### config.mk
export PLATFORM = sky130hd
export DESIGN_NAME = dual_chain_loader
export DESIGN_NICKNAME = d
export VERILOG_FILES = /design/src/rtl/dcl_pkg.sv /design/src/rtl/dcl_shift_chain.sv /design/src/rtl/dcl_hold_reg.sv /design/src/rtl/dcl_rise_detect.sv /design/src/rtl/dual_chain_loader.sv
export SDC_FILE = /design/constraint.sdc
export NUM_CORES = 1
export LEC_CHECK = 0
export BUFFER_PORTS_ARGS = -buffer_cell sky130_fd_sc_hd__buf_2
export CAP_MARGIN = 40
export CORE_UTILIZATION = 35
export CTS_CLUSTER_DIAMETER = 60
export CTS_CLUSTER_SIZE = 12
export DETAILED_ROUTE_END_ITERATION = 8
export PLACE_DENSITY = 0.57
export SLEW_MARGIN = 20
export SYNTH_ARGS = -nofsm -noshare
export SYNTH_HDL_FRONTEND = slang
export SYNTH_SLANG_ARGS = --single-unit
### constraint.sdc
create_clock -name clk -period 1.7 [get_ports clk]
set_input_delay 0.34 -clock clk [delete_from_list [all_inputs] [get_ports clk]]
set_output_delay 0.34 -clock clk [all_outputs]
set_load 0.02 [all_outputs]
### src/rtl/dcl_pkg.sv
package dcl_pkg;
    localparam int unsigned CHANNELS  = 16;
    localparam int unsigned GS_BITS   = 12;
    localparam int unsigned DC_BITS   = 6;

    typedef enum logic {
        SEL_GS = 1'b0,
        SEL_DC = 1'b1
    } chain_sel_e;
endpackage

### src/rtl/dcl_shift_chain.sv
module dcl_shift_chain #(
    parameter int unsigned WIDTH = 8
) (
    input  logic             clk,
    input  logic             rst_n,
    input  logic             en,
    input  logic             din,
    output logic [WIDTH-1:0] bits
);
    typedef struct packed {
        logic [WIDTH-1:0] sr;
    } state_t;

    state_t st_d, st_q;

    always_comb begin
        st_d = st_q;
        if (en) begin
            st_d.sr = {st_q.sr[WIDTH-2:0], din};
        end
    end

    always_ff @(posedge clk or negedge rst_n) begin
        if (!rst_n) begin
            st_q <= '0;
        end else begin
            st_q <= st_d;
        end
    end

    assign bits = st_q.sr;
endmodule

### src/rtl/dcl_hold_reg.sv
module dcl_hold_reg #(
    parameter int unsigned WIDTH = 8
) (
    input  logic             clk,
    input  logic             rst_n,
    input  logic             load,
    input  logic [WIDTH-1:0] d,
    output logic [WIDTH-1:0] q
);
    typedef struct packed {
        logic [WIDTH-1:0] val;
    } state_t;

    state_t st_d, st_q;

    always_comb begin
        st_d = st_q;
        if (load) begin
            st_d.val = d;
        end
    end

    always_ff @(posedge clk or negedge rst_n) begin
        if (!rst_n) begin
            st_q <= '0;
        end else begin
            st_q <= st_d;
        end
    end

    assign q = st_q.val;
endmodule

### src/rtl/dcl_rise_detect.sv
module dcl_rise_detect (
    input  logic clk,
    input  logic rst_n,
    input  logic level,
    output logic rise
);
    typedef struct packed {
        logic prev;
    } state_t;

    state_t st_d, st_q;

    always_comb begin
        st_d      = st_q;
        st_d.prev = level;
    end

    always_ff @(posedge clk or negedge rst_n) begin
        if (!rst_n) begin
            st_q <= '0;
        end else begin
            st_q <= st_d;
        end
    end

    assign rise = level & ~st_q.prev;
endmodule

### src/rtl/dual_chain_loader.sv
module dual_chain_loader #(
    parameter int unsigned N_CH = dcl_pkg::CHANNELS,
    parameter int unsigned GS_W = dcl_pkg::GS_BITS,
    parameter int unsigned DC_W = dcl_pkg::DC_BITS
) (
    input  logic                 clk,
    input  logic                 rst_n,
    input  logic                 sdi,
    input  logic                 shift_en,
    input  logic                 chain_sel,
    input  logic                 load_strobe,
    output logic                 sdo,
    output logic [N_CH*GS_W-1:0] gs_bus,
    output logic [N_CH*DC_W-1:0] dc_bus
);
    import dcl_pkg::*;

    localparam int unsigned GS_LEN = N_CH * GS_W;
    localparam int unsigned DC_LEN = N_CH * DC_W;
    localparam int unsigned N_CHAIN = 2;

    typedef struct packed {
        logic [N_CHAIN-1:0] shift;
        logic [N_CHAIN-1:0] load;
        logic               out_bit;
    } steer_t;

    logic        load_rise;
    logic [GS_LEN-1:0] gs_chain;
    logic [DC_LEN-1:0] dc_chain;
    steer_t      steer;
    chain_sel_e  sel_e;

    assign sel_e = chain_sel_e'(chain_sel);

    dcl_rise_detect u_rise (
        .clk   (clk),
        .rst_n (rst_n),
        .level (load_strobe),
        .rise  (load_rise)
    );

    always_comb begin
        steer = '0;
        for (int i = 0; i < N_CHAIN; i++) begin
            steer.shift[i] = shift_en    & (sel_e == chain_sel_e'(i));
            steer.load[i]  = load_rise   & (sel_e == chain_sel_e'(i));
        end
        steer.out_bit = (sel_e == SEL_DC) ? dc_chain[DC_LEN-1] : gs_chain[GS_LEN-1];
    end

    generate
        for (genvar c = 0; c < N_CHAIN; c++) begin : g_path
            if (c == 0) begin : g_gs
                dcl_shift_chain #(.WIDTH(GS_LEN)) u_chain (
                    .clk   (clk),
                    .rst_n (rst_n),
                    .en    (steer.shift[c]),
                    .din   (sdi),
                    .bits  (gs_chain)
                );
                dcl_hold_reg #(.WIDTH(GS_LEN)) u_hold (
                    .clk   (clk),
                    .rst_n (rst_n),
                    .load  (steer.load[c]),
                    .d     (gs_chain),
                    .q     (gs_bus)
                );
            end else begin : g_dc
                dcl_shift_chain #(.WIDTH(DC_LEN)) u_chain (
                    .clk   (clk),
                    .rst_n (rst_n),
                    .en    (steer.shift[c]),
                    .din   (sdi),
                    .bits  (dc_chain)
                );
                dcl_hold_reg #(.WIDTH(DC_LEN)) u_hold (
                    .clk   (clk),
                    .rst_n (rst_n),
                    .load  (steer.load[c]),
                    .d     (dc_chain),
                    .q     (dc_bus)
                );
            end
        end
    endgenerate

    assign sdo = steer.out_bit;
endmodule

# Word level (Yosys, flattened, before mapping)
# Index checks and enable logic that the tools add are counted.
# totals
in_bits,6
output_inout_bits,289
reg_bits,577
# op_classes
bitwise_logic,7
n_mux,1
# ops
op,n
$and A1 B1 Y1,5
$not A1 Y1,2
$mux W1,1

# Depth between registers and ports, before layout
# Gate-level depths: netlist (run 1).
# logic_depth
depth_word,3
mapped_depth,4
depth_no_buf,2

# Modules after synthesis
# Synthesis (run 1) repeated with hierarchy kept, for this count alone.
# hier_totals
hier_cells,1223
hier_area_um2,22009.9
# by_module_without_submodules
module,area_per_inst_um2,n_inst,cells_per_inst
dcl_hold_reg (g_path[0].g_gs.u_hold),7196.9,1,405
dcl_shift_chain (g_path[0].g_gs.u_chain),7196.9,1,405
dcl_hold_reg (g_path[1].g_dc.u_hold),3764.9,1,203
dcl_shift_chain (g_path[1].g_dc.u_chain),3764.9,1,203
dual_chain_loader,47.5,1,5
dcl_rise_detect,38.8,1,2

# Worst setup path after synthesis (run 1)
# Ideal clock, no wire load.
# synth_timing
path_kind,register -> register
start,reg u_rise.st_q
end,reg g_path[0].g_gs.u_hold.st_q (netlist bit g_path[0].g_gs.u_hold.q[111])
path_stages_with_launch,5
path_slack_ns,0.255
setup_time_ns,0.125
t_arrival_ns,1.320
path_cell_list,dfrtp_1 -> nor3b_1 -> buf_2 -> buf_4 -> mux2_2
# synth_between
elab_chain_len,3
# synth_rtl
item,line,text
"start, declared",dcl_rise_detect.sv:11,"state_t st_d, st_q;"
"start signal, assigned",dcl_rise_detect.sv:22,st_q <= st_d;
$not A1 Y1,dcl_rise_detect.sv:26,assign rise = level & ~st_q.prev;
$and A1 B1 Y1,dcl_rise_detect.sv:26,
$and A1 B1 Y1,dual_chain_loader.sv:47,steer.load[i] = load_rise & (sel_e == chain_sel_e'(i));
"end signal, assigned",dcl_hold_reg.sv:27,st_q <= st_d;
"end, declared",dcl_hold_reg.sv:14,"state_t st_d, st_q;"
# Every way passes these cells.
# A chain may end at the register's enable or synchronous reset.

# Final worst setup path (run 1)
# layout_timing
start,reg g_path[1].g_dc.u_chain.st_q (netlist bit g_path[1].g_dc.u_chain.bits[95])
end,out sdo
# layout_between
elab_chain_len,1
# layout_rtl
item,line,text
"start, declared",dcl_shift_chain.sv:14,"state_t st_d, st_q;"
"start signal, assigned",dcl_shift_chain.sv:27,st_q <= st_d;
$mux W1,dual_chain_loader.sv:49,steer.out_bit = (sel_e == SEL_DC) ? dc_chain[DC_LEN-1] : gs_chain[GS_LEN-1];
"end, declared",dual_chain_loader.sv:12,"output logic sdo,"
# Every way passes these cells.

==> results of run 1 <==
flip-flops by register name, summed over array words and instances (netlist names):
register	cells
g_path.g_dc.u_hold.q	96
g_path.g_gs.u_hold.q	192
g_path.g_dc.u_chain.bits	96
g_path.g_gs.u_chain.bits	192
u_rise.st_q	1
report_power, final:
part	internal, mW	switching, mW	total [mW]
Sequential	14.4	0.505	14.9
Clock	6.16	4.93	11.1
Combinational	1.10	1.37	2.47
Total	21.7	6.80	28.5
through the flow:
stage	setup TNS (ps)	total power, mW	hold slack [ps]	util
6_report	-77.7	28.5	207	0.433
3_3_place_gp	-3430	17.7	227	0.406
5_1_grt	-139	29.7	183	0.433
4_1_cts	-140	29.0	161	0.433
3_5_place_dp	-6570	17.7	226	0.406
2_1_floorplan	0	16.4	44.4	-
layer usage:
metal | track usage | wire [µm]
met1 | 0.183 | 18500
met3 | 0.0415 | 2560
met4 | 0.0378 | 848
met2 | 0.220 | 20300
met5 | 0 | 0
critical path: cells and delay by family, from the launching register on:
family	cells	cell delay (ps)
buf+inv	1	140
flops	1	410
mux	1	290
cell type report:
| class | count | area (µm²) | area share |
|---|---|---|---|
| flip-flops and latches | 577 | 14400 | 0.554 |
| multi-input cells | 581 | 6550 | 0.251 |
| repair buffers | 372 | 2570 | 0.0985 |
| clock buffers | 59 | 1450 | 0.0558 |
| well taps | 782 | 978 | 0.0375 |
| clock inverters | 7 | 82.6 | 0.00317 |
placed cells by master, fill, tap and decap left out:
cell | synthesis | routed
inv_6 | 0 | 3
buf_2 | 42 | 292
inv_8 | 0 | 1
mux2_2 | 577 | 576
nand3b_1 | 1 | 1
dfrtp_1 | 577 | 577
mux2_4 | 0 | 1
nand2_4 | 0 | 1
nor2b_4 | 0 | 1
buf_4 | 18 | 36
bufinv_16 | 0 | 1
clkbuf_16 | 0 | 57
clkbuf_8 | 0 | 2
dlygate4sd3_1 | 0 | 3
nor3b_2 | 0 | 1
clkinvlp_4 | 0 | 2
buf_12 | 0 | 39
buf_6 | 0 | 1
buf_8 | 0 | 1
how the worst max path moves through the flow:
| stage | slack, ps | startpoint | depth (start not counted) | to |
|---|---|---|---|---|
| finish | -80 | g_path[1].g_dc.u_chain.bits[95]$_DFFE_PN0P_ | 2 | sdo |
| global route | -140 | g_path[0].g_gs.u_chain.bits[191]$_DFFE_PN0P_ | 2 | sdo |
| CTS | -140 | g_path[1].g_dc.u_chain.bits[95]$_DFFE_PN0P_ | 2 | sdo |
| detailed placement | -80 | chain_sel | 5 | g_path[0].g_gs.u_hold.q[151]$_DFFE_PN0P_ |
| global placement | -60 | chain_sel | 5 | g_path[0].g_gs.u_hold.q[156]$_DFFE_PN0P_ |
| floorplan | 260 | u_rise.st_q$_DFF_PN0_ | 4 | g_path[0].g_gs.u_hold.q[111]$_DFFE_PN0P_ |
repair_timing:
action | CTS | global route
hold buffers | 3 | 0
endpoints found under the setup margin | 1 | 1
gates cloned | 0 | 0
resized for setup | 3 | 0
buffers inserted | 1 | 0
endpoints found under the hold margin | 251 | 0
cell families after synthesis:
logic type | Yosys count | synth area share
flops | 577 | 0.677
buf+inv | 62 | 0.0166
mux | 577 | 0.305
simple gates | 4 | 0.00117
==> results.sh, run 1 <==
export IMPL_numCtsBuffers=56
export IMPL_worst_slew_pin_slew_ps=411
export IMPL_required_ps=1360
export IMPL_synth_common_cells="dfrtp_1 (577), mux2_2 (577), buf_2 (42)"
export IMPL_seq_area_frac_synth=0.677
export IMPL_drive_gt1_frac=0.636
export IMPL_synthDistinctLibCells=10
export IMPL_num_vias=11100
export IMPL_die_w_um=249
export IMPL_place_ws_ps=-84.2
export IMPL_fillCellCount=5417
export IMPL_stdcell_count=2378
export IMPL_netlist_area_um2=21300
export IMPL_dpl_instance_area_um2=24500
export IMPL_period_share=1.05
export IMPL_dr_pass1_iters=4
export IMPL_rows=90
export IMPL_grt_overflow=0
export IMPL_max_slew_margin_rel=0.726
export IMPL_r2r_cells=4
export IMPL_reg2reg_to="g_path[0].g_gs.u_hold.q[151]$_DFFE_PN0P_"
export IMPL_grt_pass1_vias=11900
export IMPL_failed_checks="negative setup slack"
export IMPL_initial_core_util=0.354
export IMPL_route_detailed_drc=0
export IMPL_critical_path_class="reg2out"
export IMPL_synth_warnings=0
export IMPL_core_um2=60200
export IMPL_antenna_found_initial=0
export IMPL_grt_first_pass_wirelength_mm=68.6
export IMPL_wirelength_mm=42.2
export IMPL_slew_viol_final=0
export IMPL_worstPathMaxFanout=2
export IMPL_cts_sinks=577
export IMPL_path_cells="mux2_4 -> buf_6"
export IMPL_routed_via_density=4.68
export IMPL_synthArstFlopShare=1.00
export IMPL_die_h_um=249
export IMPL_outcome="finished, violations left"
export IMPL_reg2reg_setup_slack_ps=90
export IMPL_drv_cap=0
export IMPL_cp_arrival_ps=1440
export IMPL_p_leak_nw=14.0
export IMPL_yosysTopAreaCell="dfrtp_1"
export IMPL_grt_max_degree=77
export IMPL_setup_violations=1
export IMPL_design_area_um2=26100
export IMPL_clk_insertion_delay_late_ps=590
export IMPL_end_kind="primary output"
export IMPL_finalWorstSetupSlack_ps=-77.7
export IMPL_min_path_type="in2async"
export IMPL_clk_pin_slew_ps=60
export IMPL_clock_fmax_ghz=0.563
export IMPL_synthTopCellsByArea="dfrtp_1 (68%), mux2_2 (30%), buf_2 (0.99%), buf_4 (0.63%), nand3b_1 (0.035%)"
export IMPL_fp_dieArea_um2=61900
export IMPL_netlist_instances=1220
export IMPL_dp_cells=2308
export IMPL_drt_iter0_drc=337
export IMPL_cp_slowest_cell="dfrtp_1"
export IMPL_gp_congestion=0.736
export IMPL_min_period_ps=1780
export IMPL_dp_hpwl_mm=29.4
export IMPL_placement_io_buffers=294
export IMPL_reg2reg_from="u_rise.st_q$_DFF_PN0_"
export IMPL_ant_nets=0
export IMPL_power_density_nw_per_um2=1090
export IMPL_wl_per_cell_um=17.8
export IMPL_antenna_cells=0
export IMPL_ios=295
export IMPL_grt_usage=0.138
export IMPL_vdd_drop_max_mv=0.740
export IMPL_synth_ff_type="dfrtp_1"
export IMPL_htree_levels=2
export IMPL_rsz0062_at_grt="true"
export IMPL_final_nets=1594
export IMPL_cts_root_buf="clkbuf_16"
export IMPL_hold_violations=0
export IMPL_start_kind="register"
export IMPL_clock_path_buffers=3
export IMPL_synth_edf_count=0
export IMPL_area_delta_synth_final_pct=22.3
export IMPL_yosys_area_top_type_share=0.677
export IMPL_avgSynthCellArea_um2=17.5
export IMPL_synth_nets=1226
export IMPL_yosys_register_bits=577
export IMPL_cpPeakStageDelay_ps=410
export IMPL_cts_tree="yes"
export IMPL_skew_ps=13.9
Note: power is estimated with default switching activity, not from simulation.
==> run 2: changes to the inputs <==
--- a/config.mk
+++ b/config.mk
@@ -5,6 +5,7 @@
 export SDC_FILE = /design/constraint.sdc
 export NUM_CORES = 1
 export LEC_CHECK = 0
+export ABC_AREA = 1
 export BUFFER_PORTS_ARGS = -buffer_cell sky130_fd_sc_hd__buf_2
 export CAP_MARGIN = 40
 export CORE_UTILIZATION = 35
==> constraint.sdc (replaced) <==
create_clock -name clk -period 1.8 [get_ports clk]
set_input_delay 0.36 -clock clk [delete_from_list [all_inputs] [get_ports clk]]
set_output_delay 0.36 -clock clk [all_outputs]
set_load 0.02 [all_outputs]
==> run 2 against run 1 <==
Compared with the run above:
- the run now ends clean
- non-clock buffer count is 3 higher
- total power fell by 7.7%
- sequential share of layout area shrank 2.7 points
==> results.sh, run 2 <==
export IMPL_reg2reg_to="g_path[0].g_gs.u_hold.q[171]$_DFFE_PN0P_"
export IMPL_ant_nets=0
export IMPL_design_area_um2=27400
export IMPL_dr_pass1_iters=5
export IMPL_clock_fmax_ghz=0.592
export IMPL_netlist_area_um2=23100
export IMPL_max_slew_margin_rel=0.563
export IMPL_place_ws_ps=214
export IMPL_yosysMostFrequentCell="nand2_1"
export IMPL_outcome="completed"
export IMPL_reg2reg_from="u_rise.st_q$_DFF_PN0_"
export IMPL_netlist_instances=2533
export IMPL_htree_levels=2
export IMPL_timing_hold_ws_ps=84.9
export IMPL_required_ps=1440
export IMPL_numCtsBuffers=56
export IMPL_worstHoldPathCells=3
export IMPL_hold_path_end="g_path[1].g_dc.u_chain.bits[0]$_DFFE_PN0P_"
export IMPL_ios=295
export IMPL_route_detailed_drc=0
export IMPL_finalWorstSetupSlack_ps=111
export IMPL_seq_area_frac_synth=0.626
export IMPL_core_um2=64800
export IMPL_end_kind="primary output"
export IMPL_grt_pass1_vias=18100
export IMPL_clk_pin_slew_ps=60
export IMPL_synth_edf_count=0
export IMPL_vdd_drop_max_mv=0.717
export IMPL_synthArstFlopShare=1.00
export IMPL_dpl_instance_area_um2=25800
export IMPL_placement_io_buffers=294
export IMPL_wl_per_cell_um=16.5
export IMPL_slew_viol_final=0
export IMPL_final_nets=2751
export IMPL_cts_sinks=577
export IMPL_initial_core_util=0.356
export IMPL_grt_first_pass_wirelength_mm=98.6
export IMPL_clk_insertion_delay_late_ps=600
export IMPL_final_cell_mix="nand2_1 (1150), dfrtp_1 (577), buf_2 (290), nand4_1 (288), nand3_1 (284)"
export IMPL_rows=93
export IMPL_wirelength_mm=59.6
export IMPL_grt_usage=0.180
export IMPL_clock_path_buffers=3
export IMPL_grt_overflow=0
export IMPL_setup_violations=0
export IMPL_synth_nets=2539
export IMPL_yosys_register_bits=577
export IMPL_rsz0062_at_grt="false"
export IMPL_drv_cap=0
export IMPL_start_kind="register"
export IMPL_min_delay_start="sdi"
export IMPL_synth_ff_type="dfrtp_1"
export IMPL_synthTopCellsByArea="dfrtp_1 (63%), nand2_1 (19%), nand4_1 (7.8%), nand3_1 (6.2%), buf_2 (3.1%)"
export IMPL_num_vias=18100
export IMPL_fin_util=0.423
export IMPL_worst_slew_pin_slew_ps=656
export IMPL_area_delta_synth_final_pct=18.7
export IMPL_die_h_um=259
export IMPL_critical_path_class="reg2out"
export IMPL_synth_warnings=0
export IMPL_worstPathMaxFanout=3
export IMPL_antenna_cells=0
export IMPL_setup_tns_ps=0
export IMPL_synthDistinctLibCells=14
export IMPL_r2r_cells=5
export IMPL_synth_common_cells="nand2_1 (1152), dfrtp_1 (577), nand4_1 (288)"
export IMPL_reg2reg_setup_slack_ps=280
export IMPL_dp_hpwl_mm=37.5
export IMPL_avgSynthCellArea_um2=9.11
export IMPL_skew_ps=20.9
export IMPL_cts_tree="yes"
export IMPL_hold_violations=0
export IMPL_min_path_type="in2reg"
export IMPL_power_density_nw_per_um2=960
export IMPL_drt_iter0_drc=1378
export IMPL_cts_hold_buf=1
export IMPL_routed_via_density=5.02
export IMPL_post_cts_repair_setup_buffers=0
export IMPL_min_period_ps=1690
export IMPL_gp_congestion=0.786
export IMPL_grt_max_degree=97
export IMPL_yosys_area_top_type_share=0.626
export IMPL_fp_dieArea_um2=66900
export IMPL_cts_root_buf="clkbuf_16"
export IMPL_cts_resized=0
export IMPL_die_w_um=259
export IMPL_cp_arrival_ps=1330
export IMPL_final_common_cell="nand2_1"
export IMPL_yosysTopAreaCell="dfrtp_1"
export IMPL_drive_gt1_frac=0.161
export IMPL_period_share=0.938
export IMPL_p_leak_nw=15.8
export IMPL_antenna_found_initial=0
run 2: cell count changes after synthesis, sizes merged, moves of 3 or more:
| cell | change |
|---|---|
| nand4 | +288 |
| nand2 | +1151 |
| nand3 | +286 |
| clkbuf | +58 |
| o21ai | +3 |
| buf | +101 |
| inv | +4 |
| mux2 | -577 |
run 2: worst max-delay path, stage by stage, from the launching register on:
cell and delay (ps):
dfrtp_1 390, nand2_1 110, nand2_1 80, buf_2 160
run 2: cell families after synthesis:
logic type	share of synthesized area
DFF	0.626
AOI/OAI and AO/OA	0.000868
buffers and inverters	0.0450
and+or+nand+nor	0.328
run 2: area by class of cell:
class,instances,area [µm²]
fillers,6376,37400
flip-flops and latches,577,14400
multi-input cells,1731,7620
repair buffers,375,2640
clock buffers,64,1470
well taps,855,1070
clock inverters,6,111
inverters,4,30.0
run 2: worst max-delay path by stage:
| stage | slack (ps) | to | cells after the start | start |
|---|---|---|---|---|
| after floorplan | 330 | sdo | 5 | chain_sel |
| after global placement | 270 | g_path[0].g_gs.u_hold.q[166]$_DFFE_PN0P_ | 6 | chain_sel |
| after detailed placement | 210 | g_path[0].g_gs.u_hold.q[128]$_DFFE_PN0P_ | 6 | chain_sel |
| after CTS | 60 | sdo | 3 | g_path[0].g_gs.u_chain.bits[191]$_DFFE_PN0P_ |
| after global routing | 20 | sdo | 3 | g_path[0].g_gs.u_chain.bits[191]$_DFFE_PN0P_ |
| final | 110 | sdo | 3 | g_path[0].g_gs.u_chain.bits[191]$_DFFE_PN0P_ |
run 2: metal layers:
metal / GRT usage / part of all wire / vias to the layer above
li1: - / - / 8767
met1: 0.249 / 0.46 / 8889
met2: 0.286 / 0.47 / 415
met3: 0.0394 / 0.060 / 75
met4: 0.0414 / 0.017 / 0
met5: 0 / 0 / -
run 2: through the flow:
stage          cells  total power [mW]
2_1_floorplan   2533              14.7
3_3_place_gp    3541              15.7
3_5_place_dp    3541              15.7
4_1_cts         3612              26.7
5_1_grt         3612              27.4
6_report        3612              26.3
run 2: where the power goes:
| group | leakage, nW | switching (mW) | internal (mW) |
|---|---|---|---|
| combinational | 6.99 | 1.42 | 0.505 |
| sequential | 8.03 | 0.239 | 13.3 |
| clock | 0.773 | 4.73 | 6.11 |
